**src/rtl/sclgen_pkg.sv**
```systemverilog
package sclgen_pkg;

    // Waveform state: idle (released high), driving low, driving high.
    typedef enum logic [1:0] {
        PH_IDLE = 2'd0,
        PH_LOW  = 2'd1,
        PH_HIGH = 2'd2
    } phase_e;

    // Fixed overhead added to every half period, in system clocks.
    localparam int unsigned HALF_OVERHEAD = 3;

endpackage

```
**src/rtl/sclgen_len.sv**
```systemverilog
// Converts one divider and the shared exponent into a terminal count
// (phase length minus one) for the phase timer.
module sclgen_len #(
    parameter int DIV_W = 8,
    parameter int EXP_W = 3,
    parameter int CNT_W = DIV_W + (1 << EXP_W)
) (
    input  logic [DIV_W-1:0] div_i,
    input  logic [EXP_W-1:0] exp_i,
    output logic [CNT_W-1:0] last_o
);
    import sclgen_pkg::*;

    logic [CNT_W-1:0] scaled;

    always_comb begin
        scaled = CNT_W'(div_i) << exp_i;
        last_o = scaled + CNT_W'(HALF_OVERHEAD - 1);
    end

endmodule

```
**src/rtl/sclgen_timer.sv**
```systemverilog
// Phase sequencer: down-counter reloaded at each phase boundary,
// registered clock level and edge strobes.
module sclgen_timer #(
    parameter int CNT_W = 16
) (
    input  logic             clk,
    input  logic             rst_n,
    input  logic             en,
    input  logic             hold,
    input  logic [CNT_W-1:0] low_last,
    input  logic [CNT_W-1:0] high_last,
    output logic             scl_o,
    output logic             rise_o,
    output logic             fall_o
);
    import sclgen_pkg::*;

    typedef struct packed {
        phase_e           ph;
        logic [CNT_W-1:0] cnt;
        logic             scl;
        logic             rise;
        logic             fall;
    } tmr_t;

    tmr_t st_d, st_q;

    always_comb begin
        st_d = st_q;
        if (!en) begin
            st_d.ph  = PH_IDLE;
            st_d.cnt = '0;
            st_d.scl = 1'b1;
        end else begin
            case (st_q.ph)
                PH_IDLE: begin
                    st_d.ph  = PH_LOW;
                    st_d.scl = 1'b0;
                    st_d.cnt = low_last;
                end
                PH_LOW: begin
                    if (!hold) begin
                        if (st_q.cnt == '0) begin
                            st_d.ph  = PH_HIGH;
                            st_d.scl = 1'b1;
                            st_d.cnt = high_last;
                        end else begin
                            st_d.cnt = st_q.cnt - 1'b1;
                        end
                    end
                end
                PH_HIGH: begin
                    if (st_q.cnt == '0) begin
                        st_d.ph  = PH_LOW;
                        st_d.scl = 1'b0;
                        st_d.cnt = low_last;
                    end else begin
                        st_d.cnt = st_q.cnt - 1'b1;
                    end
                end
                default: begin
                    st_d.ph  = PH_IDLE;
                    st_d.scl = 1'b1;
                    st_d.cnt = '0;
                end
            endcase
        end
        st_d.rise = st_d.scl & ~st_q.scl;
        st_d.fall = ~st_d.scl & st_q.scl;
    end

    always_ff @(posedge clk or negedge rst_n) begin
        if (!rst_n) begin
            st_q.ph   <= PH_IDLE;
            st_q.cnt  <= '0;
            st_q.scl  <= 1'b1;
            st_q.rise <= 1'b0;
            st_q.fall <= 1'b0;
        end else begin
            st_q <= st_d;
        end
    end

    assign scl_o  = st_q.scl;
    assign rise_o = st_q.rise;
    assign fall_o = st_q.fall;

    assert_idle_high_R2: assert property (@(posedge clk) disable iff (!rst_n)
        !en |=> scl_o);

    assert_no_early_toggle_R3: assert property (@(posedge clk) disable iff (!rst_n)
        (en && st_q.cnt != '0) |=> $stable(scl_o));

    assert_hold_freeze_R6: assert property (@(posedge clk) disable iff (!rst_n)
        (en && hold && st_q.ph == PH_LOW) |=> (!scl_o && $stable(st_q.cnt)));

    assert_rise_marks_edge_R9: assert property (@(posedge clk) disable iff (!rst_n)
        rise_o |-> (scl_o && !$past(scl_o)));

    assert_fall_marks_edge_R9: assert property (@(posedge clk) disable iff (!rst_n)
        fall_o |-> (!scl_o && $past(scl_o)));

    assert_strobe_excl_R9: assert property (@(posedge clk) disable iff (!rst_n)
        !(rise_o && fall_o));

endmodule

```
**src/rtl/scl_wavegen.sv**
```systemverilog
module scl_wavegen #(
    parameter int DIV_W = 8,
    parameter int EXP_W = 3
) (
    input  logic                     clk,
    input  logic                     rst_n,
    input  logic [2*DIV_W+EXP_W-1:0] cfg_word,
    input  logic                     en,
    input  logic                     hold,
    output logic                     scl_o,
    output logic                     scl_rise_o,
    output logic                     scl_fall_o
);
    localparam int CNT_W = DIV_W + (1 << EXP_W);
    localparam int N_HALF = 2;

    logic [N_HALF-1:0][DIV_W-1:0] divs;
    logic [N_HALF-1:0][CNT_W-1:0] lasts;
    logic [EXP_W-1:0]             expo;

    // Index 0 is the low half, index 1 the high half.
    assign divs[0] = cfg_word[DIV_W-1:0];
    assign divs[1] = cfg_word[2*DIV_W-1:DIV_W];
    assign expo    = cfg_word[2*DIV_W+EXP_W-1:2*DIV_W];

    for (genvar g = 0; g < N_HALF; g++) begin : g_half
        sclgen_len #(
            .DIV_W (DIV_W),
            .EXP_W (EXP_W),
            .CNT_W (CNT_W)
        ) u_len (
            .div_i  (divs[g]),
            .exp_i  (expo),
            .last_o (lasts[g])
        );
    end

    sclgen_timer #(
        .CNT_W (CNT_W)
    ) u_tmr (
        .clk       (clk),
        .rst_n     (rst_n),
        .en        (en),
        .hold      (hold),
        .low_last  (lasts[0]),
        .high_last (lasts[1]),
        .scl_o     (scl_o),
        .rise_o    (scl_rise_o),
        .fall_o    (scl_fall_o)
    );

endmodule

```
**config.mk**
```make
export PLATFORM = sky130hd
export DESIGN_NAME = scl_wavegen
export DESIGN_NICKNAME = d
export VERILOG_FILES = /design/src/rtl/sclgen_pkg.sv /design/src/rtl/sclgen_len.sv /design/src/rtl/sclgen_timer.sv /design/src/rtl/scl_wavegen.sv
export SDC_FILE = /design/constraint.sdc
export NUM_CORES = 1
export LEC_CHECK = 0
export BUFFER_PORTS_ARGS = -buffer_cell sky130_fd_sc_hd__buf_2
export CAP_MARGIN = 20
export CORE_MARGIN = 5
export CORE_UTILIZATION = 29
export CTS_CLUSTER_SIZE = 24
export DETAILED_ROUTE_END_ITERATION = 12
export PLACE_DENSITY = 0.54
export SETUP_SLACK_MARGIN = 0.02
export SLEW_MARGIN = 0
export SYNTH_ARGS = -nofsm -noshare
export SYNTH_HDL_FRONTEND = slang
export SYNTH_HIERARCHICAL = 1
export SYNTH_SLANG_ARGS = --single-unit
```
**constraint.sdc**
```tcl
create_clock -name clk -period 4.95 [get_ports clk]
set_clock_uncertainty 0.15 [all_clocks]
set_input_delay 0.99 -clock clk [delete_from_list [all_inputs] [get_ports clk]]
set_output_delay 0.99 -clock clk [all_outputs]
set_load 0.05 [all_outputs]
```
==> results of run 1 <==
[Yosys cell counts, types with 3 or more instances]
library cell / n / share of area [%]
nor4_2: 3 / 1.3
nand2b_1: 13 / 2.8
nor3_1: 8 / 1.4
mux2_2: 6 / 2.3
o22ai_1: 5 / 1.1
ha_1: 3 / 1.3
clkbuf_1: 8 / 1.0
o21ai_1: 6 / 1.0
nor3_2: 3 / 1.0
xor2_1: 5 / 1.5
and2_1: 8 / 1.7
and3_1: 9 / 1.9
buf_6: 3 / 1.2
a21o_1: 6 / 1.5
inv_2: 4 / 0.51
a22oi_1: 9 / 2.3
nand2_1: 25 / 3.2
nor4_4: 4 / 2.9
a221oi_1: 3 / 0.90
o211ai_1: 5 / 1.3
a21oi_1: 20 / 3.4
buf_2: 9 / 1.5
xnor2_1: 12 / 3.6
nand3_1: 15 / 2.6
o31a_1: 3 / 0.90
inv_1: 10 / 1.3
nor2_1: 30 / 3.8
a21boi_1: 3 / 0.77
mux2i_1: 16 / 5.5
nand4_1: 7 / 1.5
nor2b_1: 5 / 1.1
dfrtp_1: 20 / 17
o21ai_0: 9 / 1.5
[through the flow]
step                hold slack (ps)  instances  power, mW  util [%]  cell area (um^2)
finish                          405        498      0.993      31.9              3130
floorplan                       413        360      0.729         -              2930
global placement                368        494      0.856      31.4              3080
detailed placement              374        494      0.861      31.4              3080
global route                    421        498       1.06      31.9              3130
CTS                             400        498      0.984      31.9              3130
[layout by cell type, fill, tap and decap left out, types with 3 or more instances in the layout]
master / n
nor4_2: 3
nor2b_1: 5
o31a_1: 3
buf_2: 25
xnor2_1: 12
a221oi_1: 3
nor2_1: 30
o21ai_0: 9
a21boi_1: 3
nand2b_1: 13
nor3_2: 3
nor3_1: 8
dfrtp_1: 20
o211ai_1: 5
nand3_1: 15
nand4_1: 7
a21o_1: 6
nand2_1: 25
xor2_1: 5
a21oi_1: 20
inv_1: 10
o22ai_1: 5
and2_1: 8
a22oi_1: 9
mux2_2: 6
o21ai_1: 6
nor4_4: 4
inv_2: 4
and3_1: 9
clkbuf_8: 3
ha_1: 3
mux2i_1: 16
[per-layer routing]
layer  vias to the layer above  wire length (um)  GRT usage, %
met5                         -                 0             0
met4                         0                51          1.97
met3                         4               503          1.48
met2                        95              4400          24.3
met1                      1399              3910          19.3
li1                       1349                 -             -
[power by group]
| part | switching (mW) | leakage, nW | internal [mW] |
|---|---|---|---|
| Combinational | 0.348 | 0.975 | 0.235 |
| Sequential | 0.0796 | 0.278 | 0.207 |
| Clock | 0.0656 | 0.0217 | 0.0571 |
[state kept, by name, indices dropped and copies added, names as in the netlist]
signal / flops
u_tmr/st_q: 18
u_tmr/rise_o: 1
u_tmr/scl_o: 1
u_tmr/fall_o: 1
[path summary, 6_finish.rpt]
check	cells past startpoint	slack [ps]	end
worst max-delay path	13	1300	u_tmr/st_q[10]
worst min-delay path	1	400	u_tmr/rise_o
worst max register to register	7	2170	u_tmr/st_q[7]
worst min register to register	1	400	u_tmr/rise_o
max in group asynchronous	1	3740	u_tmr/st_q[5]
min in group asynchronous	1	530	u_tmr/fall_o
[layout make-up]
class                           count  area, um^2  area share, %
Clock buffer                        3        41.3           1.32
Clock inverter                      1        7.51          0.240
Inverter                           14        52.6           1.68
Multi-Input combinational cell    301        2210           70.6
Sequential cell                    21         527           16.8
Tap cell                          133         166           5.32
Timing Repair Buffer               25         125           4.00
[cells by family (layout without fill, tap and decap cells)]
kind of cell / count (synthesis) / after routing / synth area share [%]
AO/OA/AOI/OAI: 99 / 99 / 24.2
XOR/XNOR: 17 / 17 / 5.09
adder cells (fa/ha/maj): 3 / 3 / 1.28
buffers and inverters: 38 / 43 / 6.50
flip-flops: 21 / 21 / 18.0
multiplexers: 30 / 30 / 13.1
other: 2 / 2 / 0.257
AND/OR/NAND/NOR: 150 / 150 / 31.6
[critical path, delay by kind of cell]
| family | cells | cell delay, ps |
|---|---|---|
| buffers and inverters | 1 | 460 |
| AND/OR/NAND/NOR | 4 | 690 |
| AO/OA/AOI/OAI | 5 | 870 |
| adder cells (fa/ha/maj) | 1 | 220 |
| multiplexers | 1 | 300 |
| XOR/XNOR | 1 | 120 |
==> results.yml, run 1 <==
route:
  routed-via-count: 2847
  post_drt_via_cell_ratio: 5.72
  drt-initial-drc-count: 316
  wl_per_cell_um: 17.8
  drc_errors: 0
  postRouteAntennaNets: 0
  dr.pass1.iters: 5
  wl_um: 8860
logic_synthesis:
  syn_avg_cell_area_um2: 8.13
  synth_edf_count: 0
  synth-main-ff-cell: "dfrtp_1"
  synthArstFlopShare_pct: 100
  yosysUniqueCellTypes: 78
  synth_area_um2: 2930
  synth_sequential_area_ratio_pct: 18.0
  synth-seq-cells: 21
  syn-num-nets: 386
  yosysWarningCount: 6
  synth_cells: 360
setup_path:
  path_cells: "buf_2 > mux2i_1 > nor2_1 > ha_1 > nand2_1 > o22a_4 > nor4_4 > xnor2_1 > nand2b_1 > a21boi_0 > o22ai_1 > o22ai_1 > a21oi_1"
  cp.arrival_ps: 3670
  r2r-start: "u_tmr/st_q[3]"
  crit_top_cell: "o22ai_1"
  worstSetupEndpointType: "flip-flop"
  worst_path_largest_cell_delay_ps: 460
  start_kind: "input port"
  startpoint: "cfg_word[16]"
  critPathKind: "input port to flip-flop"
  cp_max_fo: 24
  worstPathRequired_ps: 4970
  critical_path.slowest_cell: "buf_2"
place:
  io_buffers: 25
  place_ws_ps: 1020
  gp_congestion: 0.896
  hpwlAfterDp_um: 6710
timing:
  slew_violations: 0
  finalWorstSetupSlack_ps: 1300
  finalHoldViolations: 0
  setup_tns_ps: 0
  rsz0062_at_grt: "no"
  period_minus_slack_ps: 3650
  min_period_over_period_pct: 73.8
  max_freq_ghz: 0.274
  maxSlewHeadroom_pct: 31.8
  setup_violations: 0
  max_slew.worst_pin.slew_ps: 1020
final_layout:
  areaGrowthSynthToFinish_pct: 6.93
  nNetsFinal: 392
  fillers: 1109
  antenna_cells: 0
  layout-drive-gt1-share_pct: 19.7
power_and_ir_drop:
  leakagePower_nw: 1.27
  ir_worst_vdd_mv: 0.165
  power.density_nw_per_um2: 317
die:
  die-area_um2: 12200
  core-area_um2: 9820
  start_util_pct: 29.8
  chipHeight_um: 110
  ios: 26
  die_x_um: 110
  fp-row-count: 36
flow_run:
  drv_cap: 0
grt:
  grt_use_total_pct: 14.1
  antenna_found_initial: 0
  grt_pass1_vias: 2686
  grt_pass1_wl_um: 14500
  overflow: 0
  grt_max_degree: 35
clocking:
  path_clk_slew_ps: 90
  cts-root-buf: "clkbuf_8"
  cts_tree: "built"
  cts_hold_buf: 0
  insertion_delay_ps: 270
  cts_buffers: 3
  cts_buffer_depth: 2
  htreeDepth: 1
  cts.sinks: 21
  post_cts_resized: 0
  post_cts_buffers: 0
status:
  status: "complete, no violations"
min_path:
  hold_path.startpoint: "u_tmr/scl_o"
  min_path_type: "flip-flop to flip-flop"
No activity file was read; power rests on OpenSTA's default activity.
==> run 2: changes to the inputs <==
Settings changed: PLACE_DENSITY 0.54 to 0.55.
Clock period 4.95 ns to 3.2 ns, I/O delays scaled along.
==> run 2 against run 1 <==
  * Register-to-register slack lost 1600 ps
  * Largest cell class unchanged
  * Non-clock buffer count grew 25
  * Setup slack lost 980 ps
  * Final cell count grew 5.0%
  * Sequential share of layout area shrank 0.94 points
==> results.yml, run 2 (synthesis gave the netlist of run 1 again) <==
grt:
  grt_pass1_wl_um: 15000
  overflow: 0
  grt_max_degree: 23
  grt_pass1_vias: 2946
  grt_use_total_pct: 14.6
  antenna_found_initial: 0
clocking:
  insertion_delay_ps: 270
  cts_buffer_depth: 2
  htreeDepth: 1
  path_clk_slew_ps: 90
  post_cts_buffers: 0
  post_cts_resized: 0
  cts.sinks: 21
  cts-root-buf: "clkbuf_8"
  cts_buffers: 3
  cts_tree: "built"
  cts_hold_buf: 0
die:
  die_x_um: 110
  fp-row-count: 36
  die-area_um2: 12200
  ios: 26
  core-area_um2: 9820
  start_util_pct: 29.8
  chipHeight_um: 110
timing:
  period_minus_slack_ps: 2880
  max_freq_ghz: 0.347
  finalHoldViolations: 0
  hold_slack_ps: 186
  finalWorstSetupSlack_ps: 316
  setup_violations: 0
  min_period_over_period_pct: 90.1
  maxSlewHeadroom_pct: 52.2
  rsz0062_at_grt: "no"
  setup_tns_ps: 0
  max_slew.worst_pin.slew_ps: 717
  slew_violations: 0
setup_path:
  critical_path.slowest_cell: "mux2i_2"
  worstSetupEndpointType: "flip-flop"
  critPathKind: "input port to flip-flop"
  critPathBufInv: 2
  start_kind: "input port"
  cp_max_fo: 10
  worst_path_largest_cell_delay_ps: 220
  crit_family: "simple AND/OR/NAND/NOR gates"
  cp.arrival_ps: 2860
  path_cells: "buf_2 > buf_4 > mux2i_2 > nand2_1 > and3_1 > ha_1 > nand2b_1 > o22a_4 > nor4_4 > and3_1 > xor2_1 > and3_2 > o211ai_1 > o211ai_1"
  worstPathRequired_ps: 3170
final_layout:
  nNetsFinal: 417
  final_common_cell: "nor2_1"
  largest_register_ffs: 18
  antenna_cells: 0
  top_register: "u_tmr/st_q"
  layout_common_cells: "nor2_1 (30), nand2_1 (25), buf_4 (25), buf_2 (25)"
  layout-drive-gt1-share_pct: 24.9
  areaGrowthSynthToFinish_pct: 13.3
route:
  postRouteAntennaNets: 0
  drt-initial-drc-count: 347
  post_drt_via_cell_ratio: 5.60
  dr.pass1.iters: 4
  wl_um: 8800
  wl_per_cell_um: 16.8
  routed-via-count: 2927
  drc_errors: 0
power_and_ir_drop:
  ir_worst_vdd_mv: 0.242
  power.density_nw_per_um2: 472
  leakagePower_nw: 1.40
status:
  status: "complete, no violations"
place:
  hpwlAfterDp_um: 6870
  io_buffers: 25
  gp_congestion: 0.895
  place_ws_ps: 47.5
min_path:
  min_path_type: "input port to asynchronous set/reset pin"
flow_run:
  drv_cap: 0
[run 2: final cells by class]
cell class	instances	area [um^2]
Tap cell	133	166
Clock inverter	1	5.00
Sequential cell	21	527
Fill cell	1080	6500
Timing Repair Buffer	50	313
Multi-Input combinational cell	301	2210
Inverter	14	52.6
Clock buffer	3	41.3
[run 2: worst paths after layout]
check | from | to | slack [ps] | depth (start not counted)
max | cfg_word[16] | u_tmr/st_q[12] | 320 | 14
min | rst_n | u_tmr/st_q[20] | 190 | 1
max reg2reg | u_tmr/st_q[3] | u_tmr/st_q[10] | 550 | 7
min reg2reg | u_tmr/scl_o | u_tmr/rise_o | 390 | 1
max in group asynchronous | rst_n | u_tmr/scl_o | 2350 | 1
min in group clk | u_tmr/scl_o | u_tmr/rise_o | 390 | 1
[run 2: per-stage QoR]
step | instance area, um^2 | total power, mW | std cells | utilization (%)
3_5_place_dp | 3270 | 1.36 | 519 | 33.3
3_3_place_gp | 3270 | 1.37 | 519 | 33.3
5_1_grt | 3310 | 1.70 | 523 | 33.8
2_1_floorplan | 2930 | 1.13 | 360 | -
4_1_cts | 3310 | 1.56 | 523 | 33.8
6_report | 3310 | 1.57 | 523 | 33.8
[run 2: metal layers]
metal  global-route usage, %  up-vias  part of all wire (%)
li1                        -     1403                     -
met1                    20.1     1427                    46
met2                    23.9       89                    48
met3                    1.70        8                   4.6
met4                    3.86        0                   1.4
met5                       0        -                     0
[run 2: power by group]
part	internal, mW	leakage [nW]	switching (mW)
Clock	0.0869	0.0255	0.0976
Sequential	0.321	0.278	0.110
Combinational	0.397	1.10	0.553
==> run 3: changes to the inputs <==
Settings changed: SLEW_MARGIN 0 to default, SYNTH_HIERARCHICAL 1 to default.
==> run 3 against run 2 <==
  * Sequential share of layout area is 0.64 points higher
  * Die area shrank 2.4%
  * Flip-flop and latch count did not move
  * Fmax is 4.8% higher
  * Synthesized cell count rose by 2.2%
  * Non-clock buffer count is 9 lower
  * Setup slack better by 130 ps
  * Critical path type is now flip-flop to flip-flop
  * Largest cell class unchanged
  * Largest power group unchanged
==> results.yml, run 3 <==
timing:
  min_period_over_period_pct: 86.0
  finalHoldViolations: 0
  period_minus_slack_ps: 2750
  max_slew.worst_pin.slew_ps: 592
  setup_violations: 0
  rsz0062_at_grt: "no"
  setup_tns_ps: 0
  max_freq_ghz: 0.363
  slew_violations: 0
  maxSlewHeadroom_pct: 60.1
setup_path:
  critPathKind: "flip-flop to flip-flop"
  start_kind: "flip-flop"
  cp_max_fo: 9
  worstSetupEndpointType: "flip-flop"
  r2r-start: "u_tmr.st_q[3]"
  cp.arrival_ps: 2820
  worstPathRequired_ps: 3260
  startpoint: "u_tmr.st_q[3]"
die:
  chipHeight_um: 109
  ios: 26
  core-area_um2: 9680
  die-area_um2: 11900
  fp-row-count: 36
  start_util_pct: 29.4
  die_x_um: 109
logic_synthesis:
  synth_xor_area_share_pct: 4.30
  synthArstFlopShare_pct: 100
  synthAdderAreaFrac_pct: 1.76
  synth_compound_area_share_pct: 28.2
  synth_top_area_share_pct: 17.6
  synth-seq-cells: 21
  yosysUniqueCellTypes: 75
  synth_sequential_area_ratio_pct: 18.5
  synth_area_um2: 2850
  synth_top_family_by_area: "compound AO/OA/AOI/OAI gates"
  synth.most_common_cell: "nand2_1"
  synthTopCellsByArea: "dfrtp_1 (18%), mux2i_1 (7.4%), nand2_1 (5.4%)"
  synth_simple_gate_area_share_pct: 27.5
  synth_edf_count: 0
  synthMuxAreaShare_pct: 14.2
  syn-num-nets: 395
  synth_cells: 368
  synth-main-ff-cell: "dfrtp_1"
  synth_common_cells: "nand2_1 (41), nor2_1 (35), a21oi_1 (27), o21ai_0 (23), mux2i_1 (21)"
  syn_avg_cell_area_um2: 7.75
  yosysWarningCount: 0
  synth_top_area_cell: "dfrtp_1"
clocking:
  cts_tree: "built"
  post_cts_buffers: 0
  cts-root-buf: "clkbuf_8"
  post_cts_resized: 0
  insertion_delay_ps: 270
  path_clk_slew_ps: 90
  cts_buffer_depth: 2
  cts_hold_buf: 0
  cts.sinks: 21
  htreeDepth: 1
  cts_buffers: 3
grt:
  overflow: 0
  grt_max_degree: 22
  grt_pass1_vias: 2794
  grt_pass1_wl_um: 14700
  antenna_found_initial: 0
  grt_use_total_pct: 15.5
power_and_ir_drop:
  power.density_nw_per_um2: 479
  ir_worst_vdd_mv: 0.203
  leakagePower_nw: 1.27
route:
  drc_errors: 0
  post_drt_via_cell_ratio: 5.54
  routed-via-count: 2903
  wl_um: 8930
  dr.pass1.iters: 5
  postRouteAntennaNets: 0
  drt-initial-drc-count: 257
  wl_per_cell_um: 17.0
final_layout:
  largest_register_ffs: 18
  top_register: "u_tmr.st_q"
  final_common_cell: "nand2_1"
  antenna_cells: 0
  utilization_pct: 32.9
  layout_common_cells: "nand2_1 (41), nor2_1 (35), a21oi_1 (27)"
  areaGrowthSynthToFinish_pct: 11.8
  layout-drive-gt1-share_pct: 19.7
  finalInstanceArea_um2: 3190
  nNetsFinal: 419
min_path:
  min_path_type: "input port to asynchronous set/reset pin"
place:
  dpl-instance-area_um2: 3140
  gp_congestion: 0.889
  io_buffers: 25
  hpwlAfterDp_um: 7000
flow_run:
  drv_cap: 0
status:
  status: "complete, no violations"
==> run 3: area by class of cell <==
type                            instances  area [um^2]
Clock buffer                            4         45.0
Inverter                               10         37.5
Multi-Input combinational cell        315         2160
Tap cell                              133          166
Fill cell                            1025         6500
Timing Repair Buffer                   41          245
Sequential cell                        21          527
==> run 3: power breakdown <==
| part | switching, mW | total [mW] | internal [mW] |
|---|---|---|---|
| logic | 0.564 | 0.934 | 0.370 |
| clock network | 0.0961 | 0.185 | 0.0890 |
| registers | 0.0880 | 0.407 | 0.319 |
| total | 0.748 | 1.53 | 0.777 |
==> run 3: per-layer routing <==
metal	track usage, %	part of all wire, %
met3	2.07	5.5
met1	21.9	47
met4	4.24	1.7
met5	0	0
met2	24.6	46
==> run 3: worst paths after layout <==
path / endpoint / slack, ps / cells past startpoint
max: u_tmr.st_q[3] / 450 / 7
min: u_tmr.st_q[7] / 170 / 1
max reg2reg: u_tmr.st_q[3] / 450 / 7
min reg2reg: u_tmr.rise_o / 370 / 1
max in group asynchronous: u_tmr.scl_o / 2350 / 1
min in group clk: u_tmr.rise_o / 370 / 1
==> run 3: logic make-up (layout without fill, tap and decap cells) <==
group / after synthesis / count (layout)
simple gates: 147 / 147
compound gates: 116 / 116
mux: 34 / 34
buf+inv: 32 / 55
flops: 21 / 21
xor+xnor: 14 / 14
fa+ha+maj: 4 / 4
==> run 3: critical path: stages (launching register included) <==
cell and delay [ps]:
dfrtp_1 450, inv_1 130, ha_1 180, nor4b_1 360, nand4_2 310, and2_1 380
o41ai_1 530, a22o_1 200
==> run 3: per-stage QoR <==
stage	setup WS [ps]	hold slack [ps]	total power, mW	instances
detailed placement	242	350	1.32	520
CTS	447	203	1.51	524
floorplan	238	194	1.07	368
finish	447	173	1.53	524
global route	207	230	1.64	524
global placement	291	346	1.33	520
